$ cat src/rtl/cfg_sec_pkg.sv
package cfg_sec_pkg;

    localparam int NUM_REGS     = 7;
    localparam int IX_PROT_MAIN = 0;
    localparam int IX_PROT_SUB  = 1;
    localparam int IX_SUB_RST   = 2;
    localparam int IX_DMA       = 3;
    localparam int IX_ENV       = 4;
    localparam int IX_UNIT      = 5;
    localparam int IX_UNIT_COPY = 6;

    typedef enum logic {
        REL_HELD    = 1'b0,
        REL_RUNNING = 1'b1
    } rel_state_e;

    function automatic logic [31:0] reg_offset(input int idx);
        case (idx)
            IX_PROT_MAIN: return 32'h0000_0000;
            IX_PROT_SUB:  return 32'h0000_0001;
            IX_SUB_RST:   return 32'h0000_0002;
            IX_DMA:       return 32'h0000_0008;
            IX_ENV:       return 32'h0001_0000;
            IX_UNIT:      return 32'h0001_0010;
            IX_UNIT_COPY: return 32'h0001_0014;
            default:      return 32'hFFFF_FFFF;
        endcase
    endfunction

endpackage

$ cat src/rtl/cfg_sec_decode.sv
module cfg_sec_decode
    import cfg_sec_pkg::*;
#(
    parameter int ADDR_W = 17,
    parameter int NREG   = NUM_REGS
) (
    input  logic [ADDR_W-1:0] addr,
    output logic [NREG-1:0]   sel,
    output logic              miss
);

    for (genvar g = 0; g < NREG; g++) begin : g_hit
        localparam logic [31:0] OFF = reg_offset(g);
        assign sel[g] = (addr == OFF[ADDR_W-1:0]);
    end

    assign miss = ~|sel;

endmodule

$ cat src/rtl/cfg_sec_sticky.sv
module cfg_sec_sticky #(
    parameter int             W        = 2,
    parameter logic [W-1:0]   RST_VAL  = '0,
    parameter bit             SET_ONLY = 1'b1
) (
    input  logic         clk,
    input  logic         rst_n,
    input  logic         we,
    input  logic [W-1:0] wbits,
    output logic [W-1:0] q
);

    if (SET_ONLY) begin : g_set_only
        always_ff @(posedge clk) begin
            if (!rst_n)  q <= RST_VAL;
            else if (we) q <= q | wbits;
        end

        AST_STICKY_NO_FALL: assert property (@(posedge clk) disable iff (!rst_n)
            $past(rst_n) |-> (($past(q) & ~q) == '0));
    end else begin : g_clear_only
        always_ff @(posedge clk) begin
            if (!rst_n)  q <= RST_VAL;
            else if (we) q <= q & wbits;
        end

        AST_STICKY_NO_RISE: assert property (@(posedge clk) disable iff (!rst_n)
            $past(rst_n) |-> ((~$past(q) & q) == '0));
    end

endmodule

$ cat src/rtl/cfg_sec_release.sv
module cfg_sec_release
    import cfg_sec_pkg::*;
(
    input  logic clk,
    input  logic rst_n,
    input  logic we,
    input  logic wbit0,
    output logic hold
);

    rel_state_e state_q, state_d;

    always_ff @(posedge clk) begin
        if (!rst_n) state_q <= REL_HELD;
        else        state_q <= state_d;
    end

    always_comb begin
        state_d = state_q;
        unique case (state_q)
            REL_HELD:    if (we && !wbit0) state_d = REL_RUNNING;
            REL_RUNNING: state_d = REL_RUNNING;
            default:     state_d = REL_HELD;
        endcase
    end

    always_comb begin
        hold = (state_q == REL_HELD);
    end

    AST_HOLD_NO_REASSERT: assert property (@(posedge clk) disable iff (!rst_n)
        ($past(rst_n) && !$past(hold)) |-> !hold);

endmodule

$ cat src/rtl/cfg_sec_bank.sv
module cfg_sec_bank
    import cfg_sec_pkg::*;
#(
    parameter int             ADDR_W     = 17,
    parameter int             DATA_W     = 32,
    parameter int             ENV_W      = 8,
    parameter int             UNIT_W     = 8,
    parameter int             DMA_IDS    = 9,
    parameter int             DMA_FIRST  = 2,
    parameter int             DMA_PROG_N = 4,
    parameter logic [8:0]     DMA_FORCED = 9'h1C3
) (
    input  logic               clk,
    input  logic               cold_rst_n,
    input  logic               soft_rst_n,
    input  logic               wr_en,
    input  logic               rd_en,
    input  logic [ADDR_W-1:0]  addr,
    input  logic [DATA_W-1:0]  wdata,
    output logic [DATA_W-1:0]  rdata,
    input  logic [UNIT_W-1:0]  unit_info,
    output logic               main_rom_off,
    output logic               otp_off,
    output logic               sub_rom_off,
    output logic               sec_cpu_hold,
    output logic [DMA_IDS-1:0] dma_en,
    output logic [ENV_W-1:0]   boot_env
);

    localparam int DMA_LAST = DMA_FIRST + DMA_PROG_N - 1;

    logic                  rst_n;
    logic                  wr_ok;
    logic [NUM_REGS-1:0]   sel;
    logic                  miss;
    logic [1:0]            prot_main_q;
    logic [0:0]            prot_sub_q;
    logic [DMA_PROG_N-1:0] dma_q;
    logic [ENV_W-1:0]      env_q;
    logic [UNIT_W-1:0]     ucopy_q;
    logic [DATA_W-1:0]     rd_word;
    logic [DATA_W-1:0]     rdata_q;
    logic                  unused_wdata;

    assign rst_n = cold_rst_n & soft_rst_n;
    assign wr_ok = wr_en & rst_n;
    assign unused_wdata = &{1'b0, wdata[DATA_W-1:ENV_W]};

    cfg_sec_decode #(.ADDR_W(ADDR_W), .NREG(NUM_REGS)) u_decode (
        .addr (addr),
        .sel  (sel),
        .miss (miss)
    );

    cfg_sec_sticky #(.W(2), .RST_VAL(2'b00), .SET_ONLY(1'b1)) u_prot_main (
        .clk   (clk),
        .rst_n (rst_n),
        .we    (wr_ok & sel[IX_PROT_MAIN]),
        .wbits (wdata[1:0]),
        .q     (prot_main_q)
    );

    cfg_sec_sticky #(.W(1), .RST_VAL(1'b0), .SET_ONLY(1'b1)) u_prot_sub (
        .clk   (clk),
        .rst_n (rst_n),
        .we    (wr_ok & sel[IX_PROT_SUB]),
        .wbits (wdata[0:0]),
        .q     (prot_sub_q)
    );

    cfg_sec_release u_release (
        .clk   (clk),
        .rst_n (rst_n),
        .we    (wr_ok & sel[IX_SUB_RST]),
        .wbit0 (wdata[0]),
        .hold  (sec_cpu_hold)
    );

    always_ff @(posedge clk) begin
        if (!rst_n)                    dma_q <= '0;
        else if (wr_ok && sel[IX_DMA]) dma_q <= wdata[DMA_PROG_N-1:0];
    end

    // Boot-environment code: only the cold reset clears it.
    always_ff @(posedge clk) begin
        if (!cold_rst_n)               env_q <= '0;
        else if (wr_ok && sel[IX_ENV]) env_q <= wdata[ENV_W-1:0];
    end

    always_ff @(posedge clk) begin
        if (!rst_n)                          ucopy_q <= '0;
        else if (wr_ok && sel[IX_UNIT_COPY]) ucopy_q <= wdata[UNIT_W-1:0];
    end

    for (genvar id = 0; id < DMA_IDS; id++) begin : g_dma
        if (id >= DMA_FIRST && id <= DMA_LAST) begin : g_prog
            assign dma_en[id] = dma_q[id-DMA_FIRST];
        end else begin : g_fixed
            assign dma_en[id] = DMA_FORCED[id];
        end
    end

    always_comb begin
        rd_word = '0;
        if (sel[IX_PROT_MAIN]) rd_word[1:0]            = prot_main_q;
        if (sel[IX_PROT_SUB])  rd_word[0]              = prot_sub_q[0];
        if (sel[IX_SUB_RST])   rd_word[0]              = sec_cpu_hold;
        if (sel[IX_DMA])       rd_word[DMA_PROG_N-1:0] = dma_q;
        if (sel[IX_ENV])       rd_word[ENV_W-1:0]      = env_q;
        if (sel[IX_UNIT])      rd_word[UNIT_W-1:0]     = unit_info;
        if (sel[IX_UNIT_COPY]) rd_word[UNIT_W-1:0]     = ucopy_q;
    end

    always_ff @(posedge clk) begin
        if (!rst_n)      rdata_q <= '0;
        else if (rd_en)  rdata_q <= rd_word;
        else             rdata_q <= '0;
    end

    assign rdata        = rdata_q;
    assign main_rom_off = prot_main_q[0];
    assign otp_off      = prot_main_q[1];
    assign sub_rom_off  = prot_sub_q[0];
    assign boot_env     = env_q;

    AST_UNMAPPED_READ_ZERO: assert property (@(posedge clk) disable iff (!rst_n)
        ($past(rst_n) && $past(rd_en) && $past(miss)) |-> (rdata == '0));

    AST_RD_IDLE_ZERO: assert property (@(posedge clk) disable iff (!rst_n)
        ($past(rst_n) && !$past(rd_en)) |-> (rdata == '0));

    AST_ENV_KEPT_SOFT: assert property (@(posedge clk) disable iff (!cold_rst_n)
        ($past(cold_rst_n) && !$past(soft_rst_n)) |-> $stable(boot_env));

    AST_DMA_PROG_FOLLOWS: assert property (@(posedge clk) disable iff (!rst_n)
        ($past(rst_n) && $past(wr_en) && $past(sel[IX_DMA]))
        |-> (dma_en[DMA_LAST:DMA_FIRST] == $past(wdata[DMA_PROG_N-1:0])));

endmodule

$ cat config.mk
export PLATFORM = sky130hd
export DESIGN_NAME = cfg_sec_bank
export DESIGN_NICKNAME = d
export VERILOG_FILES = /design/src/rtl/cfg_sec_pkg.sv /design/src/rtl/cfg_sec_decode.sv /design/src/rtl/cfg_sec_sticky.sv /design/src/rtl/cfg_sec_release.sv /design/src/rtl/cfg_sec_bank.sv
export SDC_FILE = /design/constraint.sdc
export NUM_CORES = 1
export LEC_CHECK = 0
export BUFFER_PORTS_ARGS = -buffer_cell sky130_fd_sc_hd__buf_2
export CORE_UTILIZATION = 38
export DETAILED_ROUTE_END_ITERATION = 10
export PLACE_DENSITY = 0.77
export SLEW_MARGIN = 20
export SYNTH_ARGS = -nofsm -noshare
export SYNTH_HDL_FRONTEND = slang
export SYNTH_SLANG_ARGS = --single-unit
export TNS_END_PERCENT = 20
$ cat constraint.sdc
create_clock -name clk -period 1.6 [get_ports clk]
set_input_delay 0.32 -clock clk [delete_from_list [all_inputs] [get_ports clk]]
set_output_delay 0.32 -clock clk [all_outputs]
set_load 0.02 [all_outputs]
==> qor.csv, run 1 <==
stage;metric;value;unit
cts;Clock Pin Slew Worst Setup and Hold Paths;0.06;ns
yosys;Post-synth EDFFs;0;
worst_setup_path;R2R Setup Slk;0.64;ns
layout;final instance area;2250;sq um
layout;share of layout cells above drive strength 1;37.2;%
die;IO Count;115;
sta;Hold Fails Final Rpt;0;
run;total of max-cap violations;0;
layout;sequential cell area;641;sq um
layout;Layout Nets;343;
placement;Post-Place Cell Area;2140;sq um
min_path;hold path endpoint;boot_env[7];
routing;DR DRC count;0;
global_routing;met3 usage;4.65;%
cts;Clk Latency, worst-skew pair;0.28;ns
global_routing;largest net degree at the start of global routing;17;
global_routing;number of global-route vias before repair;1441;
die;Die Area;4840;sq um
yosys;Synth Cell Area;1740;sq um
worst_setup_path;max incr delay on CP;0.37;ns
yosys;Synth async-reset ratio;0;%
worst_setup_path;CP max-delay cell;nor4_4;
pwr;Peak VDD IR;0.000358;V
die;area of the core;4380;sq um
yosys;Warnings, synthesis;0;
worst_setup_path;Critical Path Source Type;input port;
placement;Final HPWL DP;3260;um
worst_setup_path;worst r2r src;dma_q[1];
cts;# H-tree levels;2;
die;DIE WIDTH;69.6;um
cts;Sink Count;32;
sta;Worst-Margin Slew;0.521;ns
global_routing;busiest grt layer;met2;
cts;CTS tree;done;
routing;Routed Antenna Nets;0;
layout;area occupied by multi-input gates;948;sq um
worst_setup_path;maximum net fanout on the critical path;5;
cts;CTS Buf Count;5;
die;Initial Utilization;39.6;%
global_routing;first-pass GRT wire length;6780;um
yosys;post-synthesis sequential area ratio;36.9;%
min_path;HP Class;input port to flop;
yosys;Distinct cells, synth;37;
yosys;Synth Flop Type;dfxtp_1;
worst_setup_path;Req. time, crit path;1.81;ns
global_routing;total track usage;17.8;%
routing;first-pass iteration count of the detailed router;4;
sta;setup TNS;0;ns
sta;Final Max Tran Viols;0;
worst_setup_path;Arrival @ worst endpoint;1.71;ns
placement;Placed Instances;324;
sta;Hold WS;0.271;ns
cts;Root Buffer;clkbuf_8;
layout;P&R area growth vs syn;29.6;%
die;Die Y;69.6;um
min_path;hold depth;3;
sta;skew final;0.00244;ns
worst_setup_path;Worst Setup End Kind;flop;
routing;mean routed wirelength per cell;12.3;um
worst_setup_path;CP Cell Sequence;buf_2 -> nor4_4 -> and4_1 -> buf_4 -> and2b_1 -> nand4_1 -> a21oi_1;
layout;post-route insts no fill;334;
routing;via density per instance;4.80;
pwr;leakage;1.03;nW
routing;routed vias;1604;
sta;worst setup margin;0.0957;ns
sta;Slew headroom;65.2;%
placement;Setup WS pre-CTS;-0.220;ns
worst_setup_path;critical path type;input port to flop;
worst_setup_path;RR Endpoint;rdata[1];
routing;drt total wl;4110;um
placement;PortBufs;61;
sta;# setup viols final;0;
routing;initial DRC count;89;
worst_setup_path;r2r worst-path depth;3;
sta;Fmax;665;MHz
min_path;HP Start;wdata[7];
pwr;power density over cell area;731;nW/um^2
layout;# diodes;0;
placement;GP Congestion;0.878;
yosys;synthesis-stage register bit count;32;
yosys;Synth Instances;201;
layout;FILL cells;409;
yosys;Syn Area/Cell;8.64;sq um
die;cell row count;24;
sta;final worst path period share;94.0;%
status;status;finished, final reports clean;
global_routing;GRT overflow;0;
cts;Longest Clk Path Bufs;2;
global_routing;initial antenna violation count;0;
global_routing;GR Util met1;21.4;%
global_routing;met2 Use GR;29.7;%
sta;time the worst path needs with I/O delays and setup;1.50;ns
[stage by stage]
step           util (%)  power (mW)
2_1_floorplan         -       0.975
3_3_place_gp       48.9        1.02
3_5_place_dp       48.9        1.02
4_1_cts            51.0        1.66
5_1_grt            51.3        1.72
6_report           51.3        1.65
[metal layers]
metal | vias to the layer above | part of all wire, %
met5 | - | 0
met4 | 0 | 2.4
met3 | 8 | 6.6
met2 | 67 | 50
met1 | 719 | 41
li1 | 810 | -
[Yosys cell counts (2+ instances only)]
| cell | count | area, sq um |
|---|---|---|
| a21oi_1 | 9 | 45.0 |
| a31oi_1 | 2 | 12.5 |
| a41oi_1 | 2 | 17.5 |
| buf_2 | 2 | 10.0 |
| buf_4 | 29 | 218 |
| clkbuf_1 | 4 | 15.0 |
| conb_1 | 2 | 7.51 |
| dfxtp_1 | 32 | 641 |
| inv_1 | 2 | 7.51 |
| mux2_2 | 3 | 33.8 |
| mux2i_1 | 14 | 140 |
| nand2_1 | 20 | 75.1 |
| nand3_1 | 10 | 50.1 |
| nand4_1 | 7 | 43.8 |
| nor2_1 | 21 | 78.8 |
| nor3_1 | 2 | 10.0 |
| nor4_4 | 2 | 42.5 |
| o21ai_0 | 18 | 90.1 |
| o21ai_1 | 2 | 10.0 |
[power by group]
group          internal, mW  switching [mW]
registers             0.797     0.000000727
clock network         0.349           0.290
logic                0.0712           0.140
[final cells by class]
type,count,area share (%)
repair buffers,83,22.0
multi-input cells,157,42.1
clock buffers,7,3.84
inverters,2,0.334
flip-flops and latches,32,28.5
well taps,52,2.89
clock inverters,1,0.334
[cell families (layout without fill, tap and decap cells)]
logic type	count (synthesis)	in the layout	share of synthesized area [%]
flip-flops	32	32	36.9
AND/OR/NAND/NOR	75	75	25.8
AO/OA/AOI/OAI	36	36	11.6
multiplexers	17	17	10.0
buffers and inverters	39	93	15.3
other	2	29	0.432
[cells in the final DEF, fill, tap and decap left out, types with 3 or more instances in the layout]
cell,netlist,final
buf_2,2,61
o21ai_0,18,12
mux2_2,3,3
conb_1,2,29
mux2i_1,14,14
clkbuf_8,0,6
nand2_1,20,20
buf_4,29,20
a21oi_1,9,9
o21ai_1,2,8
nand3_1,10,8
dfxtp_1,32,32
nand3_2,1,3
nand4_1,7,7
nor2_1,21,21
[how the worst max path moves through the flow]
| stage | startpoint | to | slack, ns |
|---|---|---|---|
| final | addr[11] | u_release.state_q | 0.1 |
| after global routing | addr[11] | u_release.state_q | -0.02 |
| after CTS | addr[12] | boot_env[5] | 0.07 |
| after detailed placement | addr[12] | u_release.state_q | -0.22 |
| after global placement | addr[12] | dma_q[1] | -0.20 |
| after floorplan | addr[6] | ucopy_q[1] | -0.02 |
[flip-flops by register name (all words and copies together), names as in the netlist]
signal             cells
u_prot_sub.q           1
dma_q                  4
u_release.state_q      1
boot_env               8
rdata                  8
ucopy_q                8
u_prot_main.q          2
[worst max-delay path, delay by kind of cell]
kind	cells	cell delay (ns)
simple gates	4	0.99
compound gates	1	0.15
buf+inv	2	0.25
[repair_timing]
item                       4_1_cts  5_1_grt
hold buffers                     0        0
setup buffers                    0        2
setup endpoints to repair        0       16
resized for setup                0        0
Power figures use the tool's default switching activity.
==> inputs of run 2 (changes only) <==
- REMOVE_ABC_BUFFERS: default -> 1
==> run 2 against run 1 <==
Net effect: routed wire length rose by 2.2%; fmax rose by 2.7%; critical path type unchanged; sequential power barely moved; non-clock buffer count fell by 1; largest cell class unchanged; global-route usage rose by 0.34 points; register-to-register slack got worse by 0.02 ns; worst setup slack improved by 0.040 ns; critical endpoint is now ucopy_q[0].
==> qor.csv, run 2 (synthesis results as in run 1) <==
stage;metric;value;unit;change
routing;via density per instance;4.98;;+3.7%
pwr;Sw Ratio;26.4;%;+0.29 points
cts;# H-tree levels;2;;unchanged
layout;# diodes;0;;unchanged
pwr;power density over cell area;739;nW/um^2;+1.1%
pwr;clock share of power;39.2;%;+0.4 points
pwr;Gate power share;12.4;%;-0.4 points
die;Initial Utilization;39.6;%;unchanged
global_routing;number of global-route vias before repair;1597;;+11%
cts;Hold Buf Count CTS;0;;unchanged
global_routing;initial antenna violation count;0;;unchanged
sta;skew final;0.00612;ns;+0.00368 ns
routing;initial DRC count;98;;+10%
pwr;sequential group share of total power;48.4;%;about the same
worst_setup_path;max incr delay on CP;0.32;ns;-0.05 ns
pwr;leakage;1.01;nW;-1.5%
routing;mean routed wirelength per cell;12.6;um;+2.5%
layout;most common cell after layout, fill and taps aside;buf_2;;
cts;post-cts resize count;0;;unchanged
die;DIE WIDTH;69.6;um;unchanged
worst_setup_path;Worst Setup End Kind;flop;;
min_path;hold depth;3;;unchanged
status;status;finished, final reports clean;;
sta;Hold Fails Final Rpt;0;;unchanged
placement;PortBufs;61;;unchanged
placement;GP Congestion;0.858;;-2.3%
worst_setup_path;CP Buf/Inv Count;3;;+1
cts;postcts setup bufs;0;;unchanged
layout;post-route insts no fill;333;;-0.30%
worst_setup_path;Req. time, crit path;1.75;ns;-0.06 ns
routing;DR DRC count;0;;unchanged
pwr;internal power;1.21;mW;-0.35%
layout;share of layout cells above drive strength 1;36.3;%;-0.94 points
worst_setup_path;Critical Path Source Type;input port;;
routing;drt total wl;4200;um;+2.2%
cts;CTS tree;done;;
routing;first-pass iteration count of the detailed router;4;;unchanged
global_routing;total track usage;18.2;%;+0.34 points
worst_setup_path;critical path type;input port to flop;;
layout;most frequent cells in the layout;buf_2, dfxtp_1, conb_1;;
placement;Final HPWL DP;3350;um;+2.6%
pwr;Peak VDD IR;0.000392;V;+9.4%
die;Die Area;4840;sq um;unchanged
min_path;HP Class;input port to flop;;
sta;Final Max Tran Viols;0;;unchanged
die;area of the core;4380;sq um;unchanged
placement;Placed Instances;325;;+0.31%
pwr;Tot Pwr;1.65;mW;about the same
sta;Worst-Margin Slew;0.517;ns;-0.00314 ns
worst_setup_path;CP max-delay cell;nor4_4;;
worst_setup_path;Crit. path cell count;8;;+1
cts;Sink Count;32;;unchanged
sta;Hold WS;0.273;ns;+0.00202 ns
pwr;NetSw;434;uW;+1.2%
sta;# setup viols final;0;;unchanged
cts;Clock Pin Slew Worst Setup and Hold Paths;0.07;ns;about the same
global_routing;largest net degree at the start of global routing;17;;unchanged
routing;Routed Antenna Nets;0;;unchanged
sta;Fmax;683;MHz;+2.7%
sta;time the worst path needs with I/O delays and setup;1.46;ns;-0.0399 ns
cts;Clk Latency, worst-skew pair;0.28;ns;about the same
global_routing;first-pass GRT wire length;7070;um;+4.4%
cts;Longest Clk Path Bufs;2;;unchanged
die;cell row count;24;;unchanged
worst_setup_path;maximum net fanout on the critical path;8;;+3
die;IO Count;115;;unchanged
layout;Layout Nets;342;;-0.29%
worst_setup_path;delay-heaviest family, CP;simple AND/OR/NAND/NOR gates;;
sta;unrepaired setup endpoints after global routing;false;;
cts;CTS Buf Count;5;;unchanged
worst_setup_path;r2r worst-path depth;3;;unchanged
worst_setup_path;Arrival @ worst endpoint;1.61;ns;-0.10 ns
sta;Slew headroom;65.4;%;+0.21 points
routing;routed vias;1659;;+3.4%
cts;Root Buffer;clkbuf_8;;
worst_setup_path;CP Cell Sequence;buf_2 -> nor4_4 -> buf_4 -> nand2_1 -> nor3_4 -> buf_12 -> mux2i_1 -> nor2_1;;
sta;final worst path period share;91.5;%;-2.5 points
die;Die Y;69.6;um;unchanged
sta;setup TNS;0;ns;unchanged
run;total of max-cap violations;0;;unchanged
layout;P&R area growth vs syn;28.2;%;
layout;final core occ;50.8;%;-0.54 points
global_routing;GRT overflow;0;;unchanged
[run 2: layout make-up]
type	count	area, sq um
Sequential cell	32	641
Clock buffer	7	86.3
Multi-Input combinational cell	157	932
Inverter	2	7.51
Clock inverter	1	7.51
Tap cell	52	65.1
Timing Repair Buffer	82	488
Fill cell	426	2160
[run 2: metrics by stage]
| stage | setup slack, ns | cell area (sq um) |
|---|---|---|
| 2_1_floorplan | -0.0595 | 1580 |
| 3_3_place_gp | -0.106 | 2130 |
| 3_5_place_dp | -0.175 | 2130 |
| 4_1_cts | 0.117 | 2230 |
| 5_1_grt | 0.0119 | 2230 |
| 6_report | 0.136 | 2230 |
[run 2: worst paths after layout]
kind	start	endpoint	slack, ns
worst max-delay path	addr[11]	ucopy_q[0]	0.14
worst min-delay path	wdata[6]	boot_env[6]	0.27
worst max register to register	dma_q[1]	rdata[1]	0.62
worst min register to register	u_release.state_q	u_release.state_q	0.47
[run 2: power by group through the flow]
stage | clock network (mW) | registers [mW] | logic [mW]
after global placement | 0 | 0.814 | 0.201
after detailed placement | 0 | 0.814 | 0.203
after floorplan | 0 | 0.814 | 0.0952
after CTS | 0.653 | 0.796 | 0.204
final | 0.645 | 0.796 | 0.205
after global routing | 0.683 | 0.796 | 0.223
[run 2: tightest hold or removal path, cell delays in order]
cell     delay [ns]
buf_2          0.09
nand3_1        0.05
o21ai_0        0.06
[run 2: metal layers]
layer	vias to the layer above	track usage, %	share of wire [%]
met4	0	8.39	1.9
met1	760	20.8	40
li1	810	-	-
met5	-	0	0
met2	81	31.9	51
met3	8	4.07	7.3
